===== src/rtl/burst_seq_pkg.sv =====
package burst_seq_pkg;
  // strobes from control to datapath
  typedef struct packed {
    logic       load;    // capture a new burst
    logic       step;    // advance one beat
    logic       full;    // full-page burst
    logic [1:0] lenLog;  // log2 of burst length (1..8)
  } seqCtl_t;
endpackage


===== src/rtl/burst_seq_ctrl.sv =====
module burst_seq_ctrl
  import burst_seq_pkg::*;
(
  input  logic       clk,
  input  logic       rst_n,
  input  logic       startPulse,
  input  logic       stopPulse,
  input  logic [2:0] lenCode,
  input  logic       isWrite,
  input  logic       singleWrite,
  input  logic       isEnd,
  output seqCtl_t    ctl,
  output logic       beatValid,
  output logic       lastBeat
);
  localparam logic [2:0] FULL_CODE = 3'd7;

  logic active;
  logic forceOne;

  always_comb begin
    forceOne   = singleWrite && isWrite;
    ctl.load   = startPulse;
    ctl.step   = active && !startPulse && !stopPulse && !isEnd;
    ctl.full   = !forceOne && (lenCode == FULL_CODE);
    ctl.lenLog = (!forceOne && !lenCode[2]) ? lenCode[1:0] : 2'd0;
  end

  always_ff @(posedge clk) begin
    if (!rst_n)          active <= 1'b0;
    else if (startPulse) active <= 1'b1;
    else if (stopPulse)  active <= 1'b0;
    else if (isEnd)      active <= 1'b0;
  end

  assign beatValid = active;
  assign lastBeat  = active && isEnd;


  start_valid_chk: assert property (@(posedge clk) disable iff (!rst_n)
    startPulse |=> beatValid);

  stop_ends_chk: assert property (@(posedge clk) disable iff (!rst_n)
    (stopPulse && !startPulse) |=> !beatValid);

  last_ends_chk: assert property (@(posedge clk) disable iff (!rst_n)
    (lastBeat && !startPulse) |=> !beatValid);
endmodule


===== src/rtl/burst_seq_dp.sv =====
module burst_seq_dp
  import burst_seq_pkg::*;
#(
  parameter int COL_W = 8
) (
  input  logic             clk,
  input  logic             rst_n,
  input  logic [COL_W-1:0] startCol,
  input  logic             typeIlv,
  input  seqCtl_t          ctl,
  output logic [COL_W-1:0] colAddr,
  output logic             isEnd
);
  logic [COL_W-1:0] baseQ;
  logic [COL_W-1:0] cntQ;
  logic [1:0]       lenLogQ;
  logic             fullQ;
  logic             ilvQ;
  logic [COL_W-1:0] mask;

  always_ff @(posedge clk) begin
    if (!rst_n) begin
      baseQ   <= '0;
      cntQ    <= '0;
      lenLogQ <= '0;
      fullQ   <= 1'b0;
      ilvQ    <= 1'b0;
    end else if (ctl.load) begin
      baseQ   <= startCol;
      cntQ    <= '0;
      lenLogQ <= ctl.lenLog;
      fullQ   <= ctl.full;
      ilvQ    <= typeIlv;
    end else if (ctl.step) begin
      cntQ    <= cntQ + 1'b1;
    end
  end

  always_comb begin
    mask = (COL_W'(1) << lenLogQ) - COL_W'(1);
    if (fullQ)
      colAddr = baseQ + cntQ;
    else if (ilvQ)
      colAddr = baseQ ^ (cntQ & mask);
    else
      colAddr = (baseQ & ~mask) | ((baseQ + cntQ) & mask);
    isEnd = !fullQ && ((cntQ & mask) == mask);
  end


  first_col_chk: assert property (@(posedge clk) disable iff (!rst_n)
    ctl.load |=> colAddr == $past(startCol));

  full_inc_chk: assert property (@(posedge clk) disable iff (!rst_n)
    (ctl.step && fullQ) |=> colAddr == $past(colAddr) + 1'b1);

  lin_upper_chk: assert property (@(posedge clk) disable iff (!rst_n)
    (ctl.step && !fullQ && !ilvQ) |=> (colAddr & ~mask) == ($past(colAddr) & ~mask));
endmodule


===== src/rtl/burst_col_seq.sv =====
module burst_col_seq
  import burst_seq_pkg::*;
#(
  parameter int COL_W = 8
) (
  input  logic             clk,
  input  logic             rst_n,
  input  logic             startPulse,
  input  logic [COL_W-1:0] startCol,
  input  logic [2:0]       lenCode,
  input  logic             typeIlv,
  input  logic             isWrite,
  input  logic             singleWrite,
  input  logic             stopPulse,
  output logic [COL_W-1:0] colAddr,
  output logic             beatValid,
  output logic             lastBeat
);
  seqCtl_t ctl;
  logic    isEnd;

  burst_seq_ctrl u_ctrl (
    .clk(clk), .rst_n(rst_n), .startPulse(startPulse), .stopPulse(stopPulse),
    .lenCode(lenCode), .isWrite(isWrite), .singleWrite(singleWrite),
    .isEnd(isEnd), .ctl(ctl), .beatValid(beatValid), .lastBeat(lastBeat)
  );

  burst_seq_dp #(.COL_W(COL_W)) u_dp (
    .clk(clk), .rst_n(rst_n), .startCol(startCol), .typeIlv(typeIlv),
    .ctl(ctl), .colAddr(colAddr), .isEnd(isEnd)
  );
endmodule


===== config.mk =====
export PLATFORM = sky130hd
export DESIGN_NAME = burst_col_seq
export DESIGN_NICKNAME = d
export VERILOG_FILES = /design/src/rtl/burst_seq_pkg.sv /design/src/rtl/burst_seq_ctrl.sv /design/src/rtl/burst_seq_dp.sv /design/src/rtl/burst_col_seq.sv
export SDC_FILE = /design/constraint.sdc
export NUM_CORES = 1
export LEC_CHECK = 0
export ABC_AREA = 1
export BUFFER_PORTS_ARGS = -buffer_cell sky130_fd_sc_hd__buf_4
export CAP_MARGIN = 30
export CORE_MARGIN = 4
export CORE_UTILIZATION = 40
export CTS_BUF_LIST = sky130_fd_sc_hd__clkbuf_4 sky130_fd_sc_hd__clkbuf_8
export DETAILED_ROUTE_END_ITERATION = 16
export GPL_TIMING_DRIVEN = 0
export MAX_ROUTING_LAYER = met4
export PLACE_DENSITY = 0.56
export SLEW_MARGIN = 25
export SYNTH_ARGS = -nofsm -noshare
export SYNTH_HDL_FRONTEND = slang
export SYNTH_SLANG_ARGS = --single-unit
export TNS_END_PERCENT = 10

===== constraint.sdc =====
create_clock -name clk -period 3.6 [get_ports clk]
set_input_delay 0.18 -clock clk [delete_from_list [all_inputs] [get_ports clk]]
set_output_delay 0.18 -clock clk [all_outputs]
set_load 0.005 [all_outputs]

==> impl_metrics.tcl, run 1 <==
set metrics [dict create \
    cap_violations 0 \
    cts_root_buf "clkbuf_8" \
    final.min_clock_period_ps 2452 \
    cts_inserted_buffers 3 \
    synth_edf_count 0 \
    syn_to_final_growth_pct 18.50 \
    avgRoutedWirePerCell_um 12.49 \
    min_from "startCol[6]" \
    port-buffer-count 27 \
    cts_resized 0 \
    clk_path_buf_depth 2 \
    reg2reg_to "u_dp.cntQ[1]" \
    synth_fp_nets 276 \
    place_area_mm2 0.001949 \
    max_stage_delay_ps 510 \
    path_cells "ha_1 > inv_1 > fa_1 > inv_1 > nand2_1 > nand2_1 > nand3_1 > nand3_1 > nand3_1 > nand2_1 > a21oi_1 > buf_4" \
    setup_violations 0 \
    crit_arrival_ps 2270 \
    cts.sinks 21 \
    start_util_pct 41.80 \
    leakage_nw 0.9224 \
    ir_drop_mv 0.1859 \
    r2r_slack_ps 1690 \
    die_area_mm2 0.005312 \
    grt_pass1_wl_mm 7.155 \
    synth_area_leaders "dfxtp_1 (25%), nand2_1 (12%), inv_1 (8.2%), ha_1 (7.4%), nand3_1 (6.8%)" \
    nets 308 \
    clk_pin_slew_ps 80 \
    yosys.cell_types.count 35 \
    synth_top_cell_by_area "dfxtp_1" \
    use_met3_pct 2.479 \
    avgSynthCellArea_um2 6.818 \
    r2r_cells 10 \
    htreeDepth 1 \
    path_delay_family "adder cells" \
    drive_gt1_share_pct 22.30 \
    power_frac_clock_pct 30.8 \
    hold_path_class "in2reg" \
    dp.cells 324 \
    p_int_mw 0.3669 \
    synth_cells 247 \
    dieWidth_um 72.89 \
    cts_setup_buffers 0 \
    cts_tree "done" \
    async_flop_share_pct 0 \
    grt_pass1_vias 1511 \
    yosys_warnings 0 \
    top_usage_layer "met2" \
    holdPathEnd "u_dp.baseQ[6]" \
    rsz0062_at_grt "false" \
    synth.most_common_cell "nand2_1" \
    max_freq_mhz 407.9 \
    seq_area_frac_synth_pct 24.96 \
    crit_slowest_cell "dfxtp_1" \
    antenna_found_initial 0 \
    gp_congestion 0.8566 \
    post-route-period-util_pct 68.10 \
    switching_share_pct 28.84 \
    clk_latency_ps 260 \
    critPathMaxFanout 7 \
    cp-start-kind "flip-flop" \
    r2r-start "u_dp.lenLogQ[1]" \
    fin_cells 328 \
    ys_ff_latch 21 \
    grtUsageMet1_pct 23.50 \
    fin_setup_tns_ps 0 \
    routed_via_density 4.976 \
    ctsHoldBuffers 0 \
    coreArea_mm2 0.004029 \
    p_switching_mw 0.1487 \
    grt_usage_pct 17.65 \
    hpwl_mm 3.205 \
    seqPwrFrac_pct 47.6 \
    synthFlopType "dfxtp_1" \
    crit_buf_inv 3 \
    p_per_area_mw_per_mm2 258.3 \
    required_ps 3420 \
    finalHoldViolCount 0 \
    final_core_util_pct 49.53 \
    num_vias 1632 \
    first_pass_iters 4 \
    run_status "finished, final reports clean" \
    globalRouteOverflowTotal 0 \
    drt-initial-drc-count 95 \
    io_pins 28 \
    worst_pin_slew_ps 537.3 \
    report.final.slew_viol_count 0 \
    rows 23 \
    worstSetupEndpointType "output pin" \
    fin_skew_ps 4.938 \
    synth.top_cell.area_share_pct 24.96 \
    routed_wl_mm 4.097 \
    maxSlewHeadroom_pct 64.07 \
    power.total_mw 0.5156 \
    p_comb_share_pct 21.5 \
    use_met2_pct 28.76 \
    crit_path_start "u_dp.cntQ[0]" \
    synth.cell_area_mm2 0.001684 \
    drtAntennaViolNets 0 \
    n_fill_cell 439 \
    n_antenna_cell 0 \
    drc 0 \
    synth_common_cells "nand2_1 (56), inv_1 (37), nand3_1 (23), dfxtp_1 (21), o21ai_0 (17)" \
    criticalPathCategory "reg2out" \
    die-height_um 72.89 \
    holdPathStages 3 \
    grt_max_degree 13 \
    final_area_mm2 0.001996 \
]
[cell type report]
cell class              count  area [um2]  area share, %
repair buffers             27       202.7          10.16
multi-input cells         181        1076          53.92
clock inverters             1       5.005         0.2508
flip-flops and latches     21       420.4          21.07
well taps                  50       62.56          3.135
inverters                  38       142.6          7.147
plain buffers               7       45.04          2.257
clock buffers               3       41.29          2.069
[flip-flops by register name, indices dropped and copies added (netlist names)]
register          flops
u_dp.cntQ             8
u_ctrl.beatValid      1
u_dp.lenLogQ          2
u_dp.ilvQ             1
u_dp.baseQ            8
u_dp.fullQ            1
[routing by layer]
| metal | vias up | wire length [um] |
|---|---|---|
| li1 | 863 | - |
| met1 | 737 | 2029 |
| met2 | 30 | 1857 |
| met3 | 2 | 191 |
| met4 | 0 | 19 |
| met5 | - | 0 |
[worst min-delay path: cells and delay by family]
kind | cells | cell delay [ps]
AO/OA/AOI/OAI | 1 | 50
AND/OR/NAND/NOR | 1 | 40
buffers and inverters | 1 | 70
[power by group through the flow]
| stage | Sequential [mW] | Clock (mW) | Combinational, mW |
|---|---|---|---|
| global route | 0.247 | 0.176 | 0.125 |
| detailed placement | 0.251 | 0 | 0.111 |
| CTS | 0.246 | 0.165 | 0.112 |
| global placement | 0.251 | 0 | 0.111 |
| finish | 0.246 | 0.159 | 0.111 |
| floorplan | 0.250 | 0 | 0.0669 |
[cells by family after synthesis]
group           share of synthesized area (%)
compound gates                          16.42
xor+xnor                                4.681
fa+ha+maj                               8.618
buf+inv                                 11.14
flops                                   24.96
mux                                     1.263
simple gates                            32.91
[through the flow]
stage	setup WS [ps]	hold slack (ps)
6_report	1148	115.8
5_1_grt	884.5	121.6
4_1_cts	1128	112.9
3_5_place_dp	1425	383.8
3_3_place_gp	1475	378.1
2_1_floorplan	1881	292.7
[worst max-delay path by stage]
stage,endpoint,cells after the start
final,colAddr[6],12
after global routing,colAddr[6],12
after global placement,colAddr[6],12
after detailed placement,colAddr[6],12
after floorplan,colAddr[6],11
after CTS,colAddr[6],12
[cell usage in the layout, fill, tap and decap left out]
cell	n
nand2_2	8
nand2_4	1
buf_6	1
nand2_1	56
nand3b_1	1
a22o_1	2
nand4_1	2
a21oi_2	6
inv_1	37
dfxtp_1	21
clkbuf_1	3
xnor2_1	3
clkbuf_8	3
o21ai_0	17
ha_1	10
nor2_4	1
xor2_1	6
o22ai_1	3
nor3_4	2
nand3_1	23
a21oi_1	11
a21boi_0	1
nor2_1	14
buf_4	30
inv_2	1
o21ai_2	1
nor2_2	3
fa_1	1
nand2_8	1
a21o_1	1
o21ai_1	1
or2_2	2
o2bb2ai_1	1
clkinv_2	1
mux2_2	1
mux2i_1	1
a32o_1	1
Note: power is estimated with default switching activity, not from simulation.
==> run 2: changes to the inputs <==
==> constraint.sdc (replaced) <==
create_clock -name clk -period 2.3 [get_ports clk]
set_input_delay 0.115 -clock clk [delete_from_list [all_inputs] [get_ports clk]]
set_output_delay 0.115 -clock clk [all_outputs]
set_load 0.005 [all_outputs]
==> run 2 against run 1 <==
Clock-buffer cell count is the same. Combinational power grew 58%. Sequential share of layout area is essentially flat. Largest cell class unchanged. Global-route usage is the same. First-iteration DRC count shrank 22%. Critical path depth is the same. Highest routed layer unchanged. Via count is essentially flat.
==> impl_metrics.tcl, run 2 (synthesis gave the netlist of run 1 again) <==
set metrics [dict create \
    run_status "finished, final reports clean" \
    finalHoldViolCount 0 \
    worstSetupEndpointType "output pin" \
    drtAntennaViolNets 0 \
    reg_top3 "u_dp.baseQ x8, u_dp.cntQ x8, u_dp.lenLogQ x2" \
    gp_congestion 0.8566 \
    num_vias 1631 \
    fin_skew_ps 4.502 \
    drive_gt1_share_pct 25.71 \
    start_util_pct 41.80 \
    syn_to_final_growth_pct 20.36 \
    coreArea_mm2 0.004029 \
    io_pins 28 \
    cp-start-kind "flip-flop" \
    cts_inserted_buffers 3 \
    power.total_mw 0.8073 \
    nets 310 \
    routed_wl_mm 4.121 \
    leakage_nw 0.9300 \
    post-route-period-util_pct 92.88 \
    grt_pass1_wl_mm 7.155 \
    avgRoutedWirePerCell_um 12.49 \
    crit_slowest_cell "dfxtp_4" \
    p_per_area_mw_per_mm2 398.3 \
    grt_max_degree 13 \
    crit_top_cell "nand3_1" \
    drc 0 \
    hold_path_class "in2reg" \
    required_ps 2180 \
    final.min_clock_period_ps 2136 \
    n_antenna_cell 0 \
    clk_path_buf_depth 2 \
    ctsHoldBuffers 0 \
    path_cells "ha_2 > inv_1 > fa_1 > inv_2 > nand2_2 > nand2_2 > nand3_1 > nand3_1 > nand3_1 > nand2_1 > a21oi_1 > buf_4" \
    crit_buf_inv 3 \
    cts.sinks 21 \
    mostFrequentLayoutCells "nand2_1 (54), inv_1 (36), buf_4 (32), nand3_1 (23), dfxtp_1 (18)" \
    final_common_cell "nand2_1" \
    grt_usage_pct 17.65 \
    max_freq_mhz 468.1 \
    drt-initial-drc-count 74 \
    port-buffer-count 27 \
    hpwl_mm 3.205 \
    cts_tree "done" \
    cap_violations 0 \
    fin_setup_tns_ps 0 \
    maxSlewHeadroom_pct 64.12 \
    report.final.slew_viol_count 0 \
    first_pass_iters 4 \
    rows 23 \
    path_delay_family "adder cells" \
    die_area_mm2 0.005312 \
    setup_violations 0 \
    dieWidth_um 72.89 \
    worst_pin_slew_ps 536.4 \
    crit_arrival_ps 2020 \
    antenna_found_initial 0 \
    criticalPathCategory "reg2out" \
    n_fill_cell 438 \
    cts_root_buf "clkbuf_8" \
    clk_latency_ps 260 \
    ir_drop_mv 0.2913 \
    die-height_um 72.89 \
    critPathMaxFanout 6 \
    max_stage_delay_ps 390 \
    globalRouteOverflowTotal 0 \
    clk_pin_slew_ps 80 \
    grt_pass1_vias 1511 \
    routed_via_density 4.942 \
    htreeDepth 1 \
]
-- run 2: where the power goes --
part / total, mW / switching [mW] / internal, mW
Sequential: 0.384 / 0.00887 / 0.375
Combinational: 0.175 / 0.0968 / 0.0785
Clock: 0.248 / 0.128 / 0.121
-- run 2: area by class of cell --
cell class / instances / area, um2 / area share (%)
Buffer: 7 / 45.04 / 2.222
Inverter: 38 / 142.6 / 7.037
Sequential cell: 21 / 426.7 / 21.05
Clock buffer: 3 / 41.29 / 2.037
Multi-Input combinational cell: 181 / 1086 / 53.58
Tap cell: 50 / 62.56 / 3.086
Clock inverter: 1 / 5.005 / 0.2469
Timing Repair Buffer: 29 / 217.7 / 10.74
-- run 2: layer usage --
layer | up-vias | global-route usage, % | share of wire, %
li1 | 867 | - | -
met1 | 730 | 23.50 | 49
met2 | 32 | 28.76 | 46
met3 | 2 | 2.479 | 5.0
met4 | 0 | 3.279 | 0.46
met5 | - | - | 0
-- run 2: repair_timing --
item	CTS	global route
buffers inserted	0	2
setup endpoints to repair	1	2
cloned	0	0
gates resized for setup	1	9
-- run 2: path summary, 6_finish.rpt --
check / from / endpoint / slack [ps] / depth (start not counted)
max: u_dp.cntQ[0] / colAddr[6] / 160 / 12
min: startCol[6] / u_dp.baseQ[6] / 50 / 3
max reg2reg: u_dp.lenLogQ[0] / u_dp.cntQ[1] / 410 / 10
min reg2reg: u_dp.baseQ[7] / u_dp.baseQ[7] / 510 / 2
-- run 2: worst reg2reg max path: stages, from the launching register on --
cell	delay, ps
dfxtp_1	350
nor2_1	210
inv_1	90
ha_1	320
o21ai_0	310
nor3_4	70
nand2_4	170
nand2_8	110
inv_2	80
nor2_1	40
nor2_1	90
-- run 2: through the flow --
| step | hold WS (ps) | instance area (um2) | utilization [%] | worst slack, ps | instances |
|---|---|---|---|---|---|
| global placement | 313.1 | 1949 | 48.39 | 240.0 | 324 |
| CTS | 47.85 | 1997 | 49.57 | 12.35 | 328 |
| finish | 50.29 | 2027 | 50.31 | 163.7 | 330 |
| detailed placement | 318.8 | 1949 | 48.39 | 189.5 | 324 |
| floorplan | 227.7 | 1684 | - | 629.0 | 247 |
| global route | 56.59 | 2027 | 50.31 | -1.243 | 330 |
==> run 3: changes to the inputs <==
--- a/config.mk
+++ b/config.mk
@@ -8,13 +8,15 @@
 export ABC_AREA = 1
 export BUFFER_PORTS_ARGS = -buffer_cell sky130_fd_sc_hd__buf_4
 export CAP_MARGIN = 30
+export CELL_PAD_IN_SITES_DETAIL_PLACEMENT = 1
+export CELL_PAD_IN_SITES_GLOBAL_PLACEMENT = 1
 export CORE_MARGIN = 4
 export CORE_UTILIZATION = 40
 export CTS_BUF_LIST = sky130_fd_sc_hd__clkbuf_4 sky130_fd_sc_hd__clkbuf_8
 export DETAILED_ROUTE_END_ITERATION = 16
 export GPL_TIMING_DRIVEN = 0
 export MAX_ROUTING_LAYER = met4
-export PLACE_DENSITY = 0.56
+export PLACE_DENSITY = 0.76
 export SLEW_MARGIN = 25
 export SYNTH_ARGS = -nofsm -noshare
 export SYNTH_HDL_FRONTEND = slang
==> run 3 against run 2 <==
Setup slack lost 10 ps. Wire length up 14%. Global-route usage increased by 2.3 points. Clock-buffer cell count stayed put. Register-to-register slack improved by 30 ps. Sequential cell count did not move. Final area grew 0.68%. Utilization is 0.34 points higher. Largest power group unchanged. Die area did not move.
==> impl_metrics.tcl, run 3 (synthesis gave the netlist of run 1 again) <==
set metrics [dict create \
    run_status "finished, final reports clean" \
    final.min_clock_period_ps 2147 \
    routed_via_density 5.066 \
    first_pass_iters 4 \
    hold_path_class "in2reg" \
    fin_setup_tns_ps 0 \
    r2r_slack_ps 440 \
    report.final.slew_viol_count 0 \
    drt-initial-drc-count 74 \
    worstSetupEndpointType "output pin" \
    nets 311 \
    power_frac_clock_pct 31.6 \
    power.total_mw 0.8238 \
    htreeDepth 1 \
    cts_root_buf "clkbuf_8" \
    ctsHoldBuffers 0 \
    r2r-start "u_dp.lenLogQ[0]" \
    dp_worst_setup_slack_ps 173.1 \
    crit_slowest_cell "dfxtp_4" \
    grt_max_degree 14 \
    finalHoldViolCount 0 \
    post-route-period-util_pct 93.34 \
    worst_pin_slew_ps 599.4 \
    num_vias 1677 \
    routed_wl_mm 4.706 \
    n_antenna_cell 0 \
    rows 23 \
    holdPathStages 3 \
    reg_top3 "u_dp.baseQ x8, u_dp.cntQ x8, u_dp.lenLogQ x2" \
    die-height_um 72.89 \
    criticalPathCategory "reg2out" \
    globalRouteOverflowTotal 0 \
    p_switching_mw 0.2471 \
    drc 0 \
    p_int_mw 0.5767 \
    leakage_nw 0.9340 \
    clk_path_buf_depth 2 \
    holdPathEnd "u_dp.baseQ[1]" \
    gp_congestion 0.8094 \
    setup_violations 0 \
    maxSlewHeadroom_pct 60.04 \
    syn_to_final_growth_pct 21.17 \
    required_ps 2180 \
    cts.sinks 21 \
    rsz0062_at_grt "false" \
    cp-start-kind "flip-flop" \
    clk_latency_ps 270 \
    fin_ws_ps 153.2 \
    min_from "startCol[1]" \
    start_util_pct 41.80 \
    clk_pin_slew_ps 90 \
    cts_inserted_buffers 3 \
    p_comb_share_pct 21.8 \
    max_freq_mhz 465.8 \
    ir_drop_mv 0.3516 \
    die_area_mm2 0.005312 \
    grt_pass1_wl_mm 7.983 \
    path_cells "ha_2 > inv_1 > fa_2 > inv_2 > nand2_1 > nand2_2 > nand3_1 > nand3_2 > nand3_1 > nand2_1 > a21oi_1 > buf_4" \
    grt_pass1_vias 1706 \
    antenna_found_initial 0 \
    final_common_cell "nand2_1" \
    r2r_cells 10 \
    cts_tree "done" \
    max_stage_delay_ps 390 \
    fin_skew_ps 9.312 \
    p_per_area_mw_per_mm2 403.7 \
    seqPwrFrac_pct 46.6 \
    hpwl_mm 3.716 \
    coreArea_mm2 0.004029 \
    critPathMaxFanout 5 \
    dieWidth_um 72.89 \
    mostFrequentLayoutCells "nand2_1 (55), inv_1 (36), buf_4 (33), nand3_1 (22), dfxtp_1 (17)" \
    grt_usage_pct 19.94 \
    drtAntennaViolNets 0 \
    port-buffer-count 27 \
    reg2reg_to "u_dp.cntQ[0]" \
    crit_arrival_ps 2030 \
    avgRoutedWirePerCell_um 14.22 \
    drive_gt1_share_pct 26.33 \
    cap_violations 0 \
    io_pins 28 \
    switching_share_pct 29.99 \
]
## run 3: power by group through the flow
stage	clock network, mW	registers (mW)	logic [mW]
after floorplan	0	0.391	0.105
after CTS	0.274	0.384	0.178
after global routing	0.286	0.386	0.200
after global placement	0	0.393	0.174
after detailed placement	0	0.394	0.177
final	0.260	0.384	0.179
## run 3: metal layers
metal  vias up  share of wire, %  track usage, %
li1        863                 -               -
met1       791                48           25.73
met2        21                49           33.67
met3         2               2.6           2.479
met4         0              0.51           3.689
met5         -                 0               -
## run 3: area by class of cell
| type | instances | area, um2 |
|---|---|---|
| buffer | 7 | 45.04 |
| clock buffer | 3 | 41.29 |
| clock inverter | 1 | 7.507 |
| fill | 556 | 1988 |
| inverter | 38 | 142.6 |
| multi-input combinational | 181 | 1089 |
| sequential | 21 | 427.9 |
| tap | 50 | 62.56 |
| timing repair buffer | 30 | 225.2 |
## run 3: what timing repair did
item | CTS | global route
setup endpoints to repair | 1 | 3
endpoints found under the hold margin | 0 | 0
gates resized for setup | 3 | 8
setup buffers | 0 | 3
pin swaps | 0 | 1
## run 3: worst max-delay path by stage
stage / start / end / slack (ps) / depth (start not counted)
after floorplan: u_dp.lenLogQ[1] / u_dp.cntQ[1] / 630 / 10
after global placement: u_dp.cntQ[0] / colAddr[6] / 210 / 12
after detailed placement: u_dp.cntQ[0] / colAddr[6] / 170 / 12
after CTS: u_dp.cntQ[0] / colAddr[6] / 20 / 12
after global routing: u_dp.cntQ[0] / colAddr[6] / 2 / 12
final: u_dp.cntQ[0] / colAddr[6] / 150 / 12
## run 3: metrics by stage
stage	instances	hold WS (ps)	cell area, um2	util (%)
2_1_floorplan	247	227.7	1684	-
3_3_place_gp	324	313.6	1949	48.39
3_5_place_dp	324	322.7	1949	48.39
4_1_cts	328	34.11	2003	49.72
5_1_grt	331	51.43	2041	50.65
6_report	331	39.98	2041	50.65
## run 3: worst max-delay path, delay by kind of cell, from the launching register on
kind | cells | cell delay, ps
adder cells (fa/ha/maj) | 2 | 530
AND/OR/NAND/NOR | 6 | 520
flip-flops | 1 | 390
buffers and inverters | 3 | 260
AO/OA/AOI/OAI | 1 | 60
